`config.mk`:
```
export PLATFORM = sky130hd
export DESIGN_NAME = sdpp_selector
export DESIGN_NICKNAME = d
export VERILOG_FILES = /design/src/rtl/sdpp_pkg.sv /design/src/rtl/sdpp_recoder.sv /design/src/rtl/sdpp_row_sel.sv /design/src/rtl/sdpp_selector.sv
export SDC_FILE = /design/constraint.sdc
export NUM_CORES = 1
export LEC_CHECK = 0
export CORE_ASPECT_RATIO = 0.5
export CORE_UTILIZATION = 65
export DETAILED_ROUTE_END_ITERATION = 8
export DONT_BUFFER_PORTS = 1
export PLACE_DENSITY_LB_ADDON = 0.25
export REMOVE_ABC_BUFFERS = 1
export SLEW_MARGIN = 20
export SYNTH_ARGS = -nofsm -noshare
export SYNTH_HDL_FRONTEND = slang
export SYNTH_SLANG_ARGS = --single-unit
```
`constraint.sdc`:
```
create_clock -name vclk -period 20.3
set_clock_uncertainty 0.1 [all_clocks]
set_input_delay 4.06 -clock vclk [all_inputs]
set_output_delay 4.06 -clock vclk [all_outputs]
set_load 0.02 [all_outputs]
```
`src/rtl/sdpp_pkg.sv`:
```
// Package: shared constants for the signed-digit partial product selector.
// Assumes four-bit digits and a multiple set of exactly 1X..5X.
package sdpp_pkg;
    localparam int DIG_W    = 4;   // bits per decimal digit
    localparam int N_MULT   = 5;   // number of selectable multiples
    localparam int CARRY_W  = 3;   // bits of a multiple's top carry
    localparam logic [3:0] XS3_ZERO = 4'd3; // excess-3 code of zero
endpackage

```
`src/rtl/sdpp_recoder.sv`:
```
// Module: sdpp_recoder
// Recodes a D-digit BCD multiplier into signed digits in [-5,5], each given
// as a one-hot magnitude selector (bit m-1 for magnitude m) plus a sign.
// Assumes BCD-valid input digits. FIVE_POS picks how a value of 5 is kept.
module sdpp_recoder
    import sdpp_pkg::*;
#(
    parameter int D        = 4,
    parameter bit FIVE_POS = 1'b1
) (
    input  logic [DIG_W*D-1:0]  mplr_bcd,
    output logic [N_MULT*D-1:0] sel_oh,
    output logic [D-1:0]        sel_neg,
    output logic                carry_top
);
    localparam logic [4:0] NEG_FROM = FIVE_POS ? 5'd6 : 5'd5;

    logic [D:0] xfer;
    assign xfer[0]   = 1'b0;
    assign carry_top = xfer[D];

    for (genvar i = 0; i < D; i++) begin : g_dig
        logic [4:0] v;
        logic [4:0] mag;
        logic       big;

        // Per-position value, transfer decision and one-hot magnitude.
        always_comb begin
            v   = {1'b0, mplr_bcd[DIG_W*i +: DIG_W]} + {4'd0, xfer[i]};
            big = (v >= NEG_FROM);
            mag = big ? (5'd10 - v) : v;
            sel_oh[N_MULT*i +: N_MULT] = '0;
            for (int m = 1; m <= N_MULT; m++) begin
                if (mag == 5'(m)) sel_oh[N_MULT*i + m - 1] = 1'b1;
            end
            sel_neg[i]  = big && (mag != 5'd0);
            xfer[i+1]   = big;
        end

        // Guards on the selector of this position.
        always_comb begin
            assert_sel_onehot_R1: assert ($onehot0(sel_oh[N_MULT*i +: N_MULT]))
                else $error("recoded selector not one-hot");
            assert_zero_positive_R4: assert (!(sel_neg[i] && sel_oh[N_MULT*i +: N_MULT] == '0))
                else $error("zero digit carries a negative sign");
            assert_five_policy_R1: assert (!(sel_oh[N_MULT*i + 4] && (sel_neg[i] == FIVE_POS)))
                else $error("magnitude five with the excluded sign");
        end
    end
endmodule

```
`src/rtl/sdpp_row_sel.sv`:
```
// Module: sdpp_row_sel
// Builds one partial-product row: one-hot pick of an excess-3 multiple,
// bit inversion for a negative digit, and the biased top digit.
// Assumes sel_oh is one-hot or zero and that zero comes with neg = 0.
module sdpp_row_sel
    import sdpp_pkg::*;
#(
    parameter int D = 4
) (
    input  logic [N_MULT-1:0]               sel_oh,
    input  logic                            neg,
    input  logic [N_MULT*DIG_W*D-1:0]       mult_xs3,
    input  logic [N_MULT*CARRY_W-1:0]       mult_carry,
    output logic [DIG_W*(D+1)-1:0]          row_code,
    output logic                            hot_one
);
    localparam int BW = DIG_W * D;

    logic [BW-1:0]      pick_body;
    logic [CARRY_W-1:0] pick_top;
    logic [DIG_W-1:0]   top_code;

    // One-hot multiplexer; an empty selector gives the excess-3 zero.
    always_comb begin
        pick_body = '0;
        pick_top  = '0;
        if (sel_oh == '0) begin
            for (int j = 0; j < D; j++) pick_body[DIG_W*j +: DIG_W] = XS3_ZERO;
        end else begin
            for (int m = 0; m < N_MULT; m++) begin
                if (sel_oh[m]) begin
                    pick_body = pick_body | mult_xs3[m*BW +: BW];
                    pick_top  = pick_top  | mult_carry[CARRY_W*m +: CARRY_W];
                end
            end
        end
    end

    // Conditional inversion and biased top digit (8+T or 7-T).
    always_comb begin
        top_code = {~neg, pick_top ^ {CARRY_W{neg}}};
        row_code = {top_code, pick_body ^ {BW{neg}}};
        hot_one  = neg;
    end

    // Top digit stays in the overloaded range for legal carries.
    always_comb begin
        if (pick_top <= 3'd4) begin
            assert_top_range_R5: assert (top_code >= 4'd3 && top_code <= 4'd12)
                else $error("top digit out of range");
        end
        assert_top_msb_R5: assert (top_code[3] == !hot_one)
            else $error("top digit MSB disagrees with sign");
    end
endmodule

```
`src/rtl/sdpp_selector.sv`:
```
// Module: sdpp_selector (top)
// Recodes the multiplier, builds D+1 partial-product rows from externally
// generated excess-3 multiples, and supplies the bias correction word.
// Assumes multiples arrive with top carries in 0..4; purely combinational.
module sdpp_selector
    import sdpp_pkg::*;
#(
    parameter int D        = 4,
    parameter bit FIVE_POS = 1'b1
) (
    input  logic [DIG_W*D-1:0]               mplr_bcd,
    input  logic [N_MULT*DIG_W*D-1:0]        mult_xs3,
    input  logic [N_MULT*CARRY_W-1:0]        mult_carry,
    output logic [(D+1)*DIG_W*(D+1)-1:0]     pp_rows,
    output logic [D:0]                       neg_one,
    output logic [DIG_W*(2*D+1)-1:0]         corr_bcd
);
    localparam int ROW_W = DIG_W * (D + 1);
    localparam int CD    = 2 * D + 1;

    // Ten's complement of all row biases, as CD BCD digits.
    function automatic logic [DIG_W*CD-1:0] make_corr();
        int s [CD];
        int c;
        int t;
        logic [DIG_W*CD-1:0] r;
        for (int p = 0; p < CD; p++) begin
            s[p] = 0;
            for (int k = 0; k <= D; k++) begin
                if (p >= k && p <= k + D - 1) s[p] = s[p] + 3;
                if (p == k + D)               s[p] = s[p] + 8;
            end
        end
        c = 0;
        for (int p = 0; p < CD; p++) begin
            t    = s[p] + c;
            s[p] = t % 10;
            c    = t / 10;
        end
        c = 1;
        for (int p = 0; p < CD; p++) begin
            t    = (9 - s[p]) + c;
            r[DIG_W*p +: DIG_W] = 4'(t % 10);
            c    = t / 10;
        end
        return r;
    endfunction

    localparam logic [DIG_W*CD-1:0] CORR = make_corr();

    logic [N_MULT*D-1:0] sel_oh;
    logic [D-1:0]        sel_neg;
    logic                carry_top;

    sdpp_recoder #(.D(D), .FIVE_POS(FIVE_POS)) u_rec (
        .mplr_bcd (mplr_bcd),
        .sel_oh   (sel_oh),
        .sel_neg  (sel_neg),
        .carry_top(carry_top)
    );

    for (genvar k = 0; k <= D; k++) begin : g_row
        logic [N_MULT-1:0] row_sel;
        logic              row_neg;
        if (k < D) begin : g_main
            assign row_sel = sel_oh[N_MULT*k +: N_MULT];
            assign row_neg = sel_neg[k];
        end else begin : g_extra
            assign row_sel = {{(N_MULT-1){1'b0}}, carry_top};
            assign row_neg = 1'b0;
        end
        sdpp_row_sel #(.D(D)) u_row (
            .sel_oh    (row_sel),
            .neg       (row_neg),
            .mult_xs3  (mult_xs3),
            .mult_carry(mult_carry),
            .row_code  (pp_rows[ROW_W*k +: ROW_W]),
            .hot_one   (neg_one[k])
        );
    end

    assign corr_bcd = CORR;

    // Extra row is never negative.
    always_comb begin
        assert_extra_row_pos_R6: assert (!neg_one[D])
            else $error("extra row flagged negative");
    end
endmodule

```
==> impl_metrics.py, run 1 <==
metrics = {
    "yosys": {
        "synth_cell_types": 73,
        "synthCells": 679,
        "yosysSeqAreaShare": 0,
        "ys.warnings.count": 0,
        "synth.cell_area_um2": 5200,
        "avgSynthCellArea_um2": 7.66,
    },
    "timing": {
        "tightest_slew_ps": 1240,
        "post-route-period-util": 0.772,
        "hold_viol": 0,
        "drv_slew": 0,
        "finalCriticalPeriod_ps": 15670,
        "slew-limit-headroom": 0.174,
        "setup-violations-final": 0,
        "max_freq_ghz": 0.0638,
        "holdWs_ps": 8210,
        "rsz0062_at_grt": "no",
        "tns_ps": 0,
    },
    "setup_path": {
        "worst_path_max_delay_cell": "o2111a_1",
        "worstSetupPathType": "input pin to output pin",
        "start_kind": "input pin",
        "cpPeakStageDelay_ps": 850,
        "end_kind": "output pin",
        "path_delay_family": "adder cells",
        "worstPathBufferInverterCount": 2,
        "required_ps": 16140,
        "cpMostUsedCell": "ha_1",
        "cp.arrival_ps": 11510,
        "cp_max_fo": 23,
    },
    "floorplanning": {
        "die_width_um": 128,
        "die-area_um2": 8380,
        "die_h_um": 65.2,
        "rows": 22,
        "start_util": 0.689,
        "core-area_um2": 7540,
        "ioPinCount": 252,
    },
    "detailed_routing": {
        "drt_iter0_drc": 1261,
        "drt_pass1_iterations": 9,
        "wl_per_cell_um": 26.7,
        "via_per_inst": 8.25,
        "num_vias": 6042,
        "wirelength_um": 19500,
        "drc": 8,
        "ant_nets": 0,
    },
    "finish": {
        "fin_util": 0.657,
        "regArea_um2": 0,
        "finalInstanceArea_um2": 4960,
        "area_growth_pct": -4.62,
        "fin_nets": 758,
        "fillCellCount": 673,
        "nFlopsAndLatches": 0,
        "drive_gt1_frac": 0.111,
        "clock_buffers": 0,
    },
    "global_route": {
        "antenna_found_initial": 1,
        "grt_max_degree": 25,
        "grt_usage": 0.430,
        "grt-ovfl-total": 0,
        "grt_pass1_wl_um": 28700,
        "grt_pass1_vias": 5547,
    },
    "pwr": {
        "p_leak_nw": 1.78,
        "clkPwrFrac": 0,
        "ir_drop_v": 0.0000435,
        "switching_share": 0.705,
        "power.net_switching_w": 0.000278,
        "p_int_w": 0.000116,
        "pwr-share-seq": 0,
        "powerDensity_nw_per_um2": 79.5,
        "p_total_w": 0.000394,
        "combPwrFrac": 1.000,
    },
    "place": {
        "gp_congestion": 0.975,
        "dp_hpwl_um": 12700,
        "placed_area_um2": 4960,
        "io_buffer_count": 0,
    },
    "job": {
        "drv_cap": 0,
    },
    "clocking": {
        "cts_hold_buf": 0,
        "postCtsSetupRepairBufs": 0,
        "cts-resized-gates": 0,
    },
    "worst_hold_path": {
        "worstHoldPathType": "input pin to output pin",
    },
    "outcome": {
        "status": "finished with violations",
        "violations": "design-rule violations",
    },
}
layer usage:
metal	GRT usage	part of all wire	routed length (um)	up-vias
met5	0.0392	0.0019	38	-
met4	0.200	0.056	1100	2
met3	0.197	0.17	3410	157
met2	0.650	0.41	7950	661
met1	0.517	0.36	7020	2763
li1	-	-	-	2459
layout make-up:
class | instances | area, um2 | share of cell area
Inverter | 18 | 67.6 | 0.0136
Tap cell | 108 | 135 | 0.0273
Timing Repair Buffer | 14 | 105 | 0.0212
Multi-Input combinational cell | 591 | 4650 | 0.937
Antenna cell | 1 | 2.50 | 0.000505
through the flow:
step | setup slack, ps | std cells
6_report | 4630 | 732
5_1_grt | 4320 | 732
4_1_cts | 4900 | 731
3_5_place_dp | 4910 | 731
3_3_place_gp | 5190 | 731
2_1_floorplan | 5770 | 609
cells in the mapped netlist (2+ instances only):
cell       instances  area (um2)
ha_1              22         275
o211ai_1          10        75.1
nor2b_1            2        12.5
nand2b_1          12        75.1
nor2_1            41         154
buf_2             24         120
o221ai_1          12         105
mux2i_1           22         220
a2bb2oi_1          8        70.1
a221oi_2          18         270
a32oi_1            5        43.8
a2111oi_2          4        60.1
o21ai_1            3        15.0
and2_1            17         106
clkbuf_1          27         101
xor2_2             2        32.5
a22oi_1           88         661
a21oi_1            6        30.0
o2bb2ai_1         20         175
a22oi_2            3        37.5
a22o_1            34         298
o21ai_0           12        60.1
a222oi_1          19         190
a211oi_1           2        15.0
xnor2_1           62         543
a31oi_2            3        37.5
xor2_1            20         175
and3_1             4        25.0
o22ai_1            4        25.0
nand2_1           40         150
nand3_1           18        90.1
a21o_1             3        22.5
buf_4             51         383
or2_2              2        12.5
conb_1             2        7.51
buf_6              4        45.0
inv_1             17        63.8
power groups by stage:
stage,Combinational [W],Clock [W],Sequential [W]
finish,0.000394,0.00000000000660,0
global route,0.000409,0.00000000000659,0
CTS,0.000382,0,0
detailed placement,0.000381,0,0
global placement,0.000378,0,0
floorplan,0.000313,0,0
cell usage in the layout (no fill, tap or decap), types with 12 or more instances in the layout:
cell type  instances
conb_1            38
a22o_1            34
nand2b_1          12
nand3_1           18
xnor2_1           62
ha_1              22
o221ai_1          12
buf_4             14
inv_1             17
o2bb2ai_1         19
and2_1            17
a22oi_1           88
a222oi_1          19
mux2i_1           22
nand2_1           40
a221oi_2          18
nor2_1            41
xor2_1            20
cells by family after synthesis:
kind of cell / Yosys count / synth area share
simple gates: 151 / 0.147
mux: 23 / 0.0452
compound gates: 271 / 0.460
other cells: 2 / 0.00144
buf+inv: 124 / 0.138
xor+xnor: 86 / 0.155
fa+ha+maj: 22 / 0.0529
path summary, 6_finish.rpt:
path                           from     endpoint  slack [ps]  cells past startpoint
worst max-delay path    mplr_bcd[0]  pp_rows[60]        4630                     26
worst min-delay path  mult_carry[2]  pp_rows[98]        8210                      1
(Power assumes the default switching activity.)
==> inputs of run 2 (changes only) <==
- clock period: 20.3 -> 14.8 ns (I/O delays scaled with it)
==> run 2 against run 1 <==
Effect of this change: the flow still finishes with violations (design-rule violations); sequential cell count stayed put; global-route usage fell by 0.15 points; critical endpoint is now pp_rows[72]; setup slack worse by 3200 ps; highest routed layer is now met4; sequential share of layout area unchanged; design area rose by 0.25%; first-iteration DRC count shrank 4.9%; non-clock buffer count rose by 2.
==> impl_metrics.py, run 2 (synthesis results as in run 1) <==
metrics = {
    "setup_path": {
        "cp.arrival_ps": 10280,
        "worstPathBufferInverterCount": 2,
        "start_kind": "input pin",
        "worst_path_max_delay_cell": "o2111a_1",
        "cpMostUsedCell": "ha_1",
        "cp_max_fo": 20,
        "end_kind": "output pin",
        "required_ps": 11740,
        "path_delay_family": "adder cells",
        "cpPeakStageDelay_ps": 830,
        "worstSetupPathType": "input pin to output pin",
    },
    "global_route": {
        "grt_max_degree": 25,
        "grt_pass1_wl_um": 28600,
        "antenna_found_initial": 0,
        "grt_pass1_vias": 5333,
        "grt_usage": 0.429,
        "grt-ovfl-total": 0,
    },
    "detailed_routing": {
        "ant_nets": 0,
        "wirelength_um": 19300,
        "via_per_inst": 8.07,
        "num_vias": 5916,
        "drt_iter0_drc": 1199,
        "drt_pass1_iterations": 9,
        "drc": 2,
        "wl_per_cell_um": 26.3,
    },
    "outcome": {
        "status": "finished with violations",
        "violations": "design-rule violations",
    },
    "pwr": {
        "ir_drop_v": 0.0000586,
        "power.net_switching_w": 0.000381,
        "p_int_w": 0.000161,
        "switching_share": 0.703,
        "powerDensity_nw_per_um2": 109,
        "pwr-share-seq": 0,
        "p_leak_nw": 1.79,
        "p_total_w": 0.000542,
        "combPwrFrac": 1.000,
        "clkPwrFrac": 0,
    },
    "worst_hold_path": {
        "worstHoldStart": "mult_xs3[6]",
        "whs_path_depth": 1,
        "whs_endpoint": "pp_rows[86]",
        "worstHoldPathType": "input pin to output pin",
    },
    "timing": {
        "drv_slew": 0,
        "hold_viol": 0,
        "slew-limit-headroom": 0.230,
        "finalCriticalPeriod_ps": 13340,
        "tightest_slew_ps": 1160,
        "post-route-period-util": 0.902,
        "max_freq_ghz": 0.0749,
        "rsz0062_at_grt": "no",
        "setup-violations-final": 0,
        "tns_ps": 0,
    },
    "finish": {
        "final_cells": 733,
        "fillCellCount": 689,
        "area_growth_pct": -4.38,
        "num_antenna_cells": 0,
        "clock_buffers": 0,
        "layout.cells.most_common_list": "a22oi_1, xnor2_1, nor2_1",
        "nFlopsAndLatches": 0,
        "drive_gt1_frac": 0.114,
        "fin_nets": 760,
        "final_common_cell": "a22oi_1",
        "regArea_um2": 0,
    },
    "place": {
        "numPlacedInstances": 733,
        "dp_hpwl_um": 12700,
        "gp_congestion": 0.966,
        "io_buffer_count": 0,
    },
    "job": {
        "drv_cap": 0,
    },
    "floorplanning": {
        "core-area_um2": 7540,
        "ioPinCount": 252,
        "rows": 22,
        "die_width_um": 128,
        "die_h_um": 65.2,
        "die-area_um2": 8380,
        "start_util": 0.689,
    },
    "clocking": {
        "cts_hold_buf": 0,
        "postCtsSetupRepairBufs": 0,
        "cts-resized-gates": 0,
    },
}
-- run 2: worst max-delay path by stage --
stage	start	end	slack [ps]	cells after the start
final	mplr_bcd[0]	pp_rows[72]	1460	26
after global routing	mplr_bcd[0]	pp_rows[72]	1070	26
after CTS	mplr_bcd[0]	pp_rows[72]	1600	26
after detailed placement	mplr_bcd[0]	pp_rows[72]	1590	26
after global placement	mplr_bcd[0]	pp_rows[61]	1890	26
after floorplan	mplr_bcd[0]	pp_rows[60]	2470	26
-- run 2: final cells by class --
class              instances  area (um2)  area share
inverters                 18        67.6      0.0136
repair buffers            16         120      0.0242
well taps                108         135      0.0272
multi-input cells        591        4650       0.935
-- run 2: per-layer routing --
layer  part of all wire  GRT usage
met3               0.18      0.170
met2               0.42      0.655
met4              0.043      0.168
met1               0.36      0.539
met5                  0          0
-- run 2: power by group through the flow --
stage / sequential [W] / clock [W] / combinational (W)
floorplan: 0 / 0 / 0.000429
global placement: 0 / 0 / 0.000521
detailed placement: 0 / 0 / 0.000524
CTS: 0 / 0 / 0.000526
global route: 0 / 0 / 0.000563
finish: 0 / 0 / 0.000542
-- run 2: metrics by stage --
stage               hold slack [ps]  setup slack (ps)  area, um2   util
floorplan                      6000              2470       4680      -
detailed placement             6010              1590       4970  0.659
finish                         6000              1460       4970  0.659
CTS                            6010              1600       4970  0.659
global route                   6010              1070       4970  0.659
global placement               6010              1890       4970  0.659
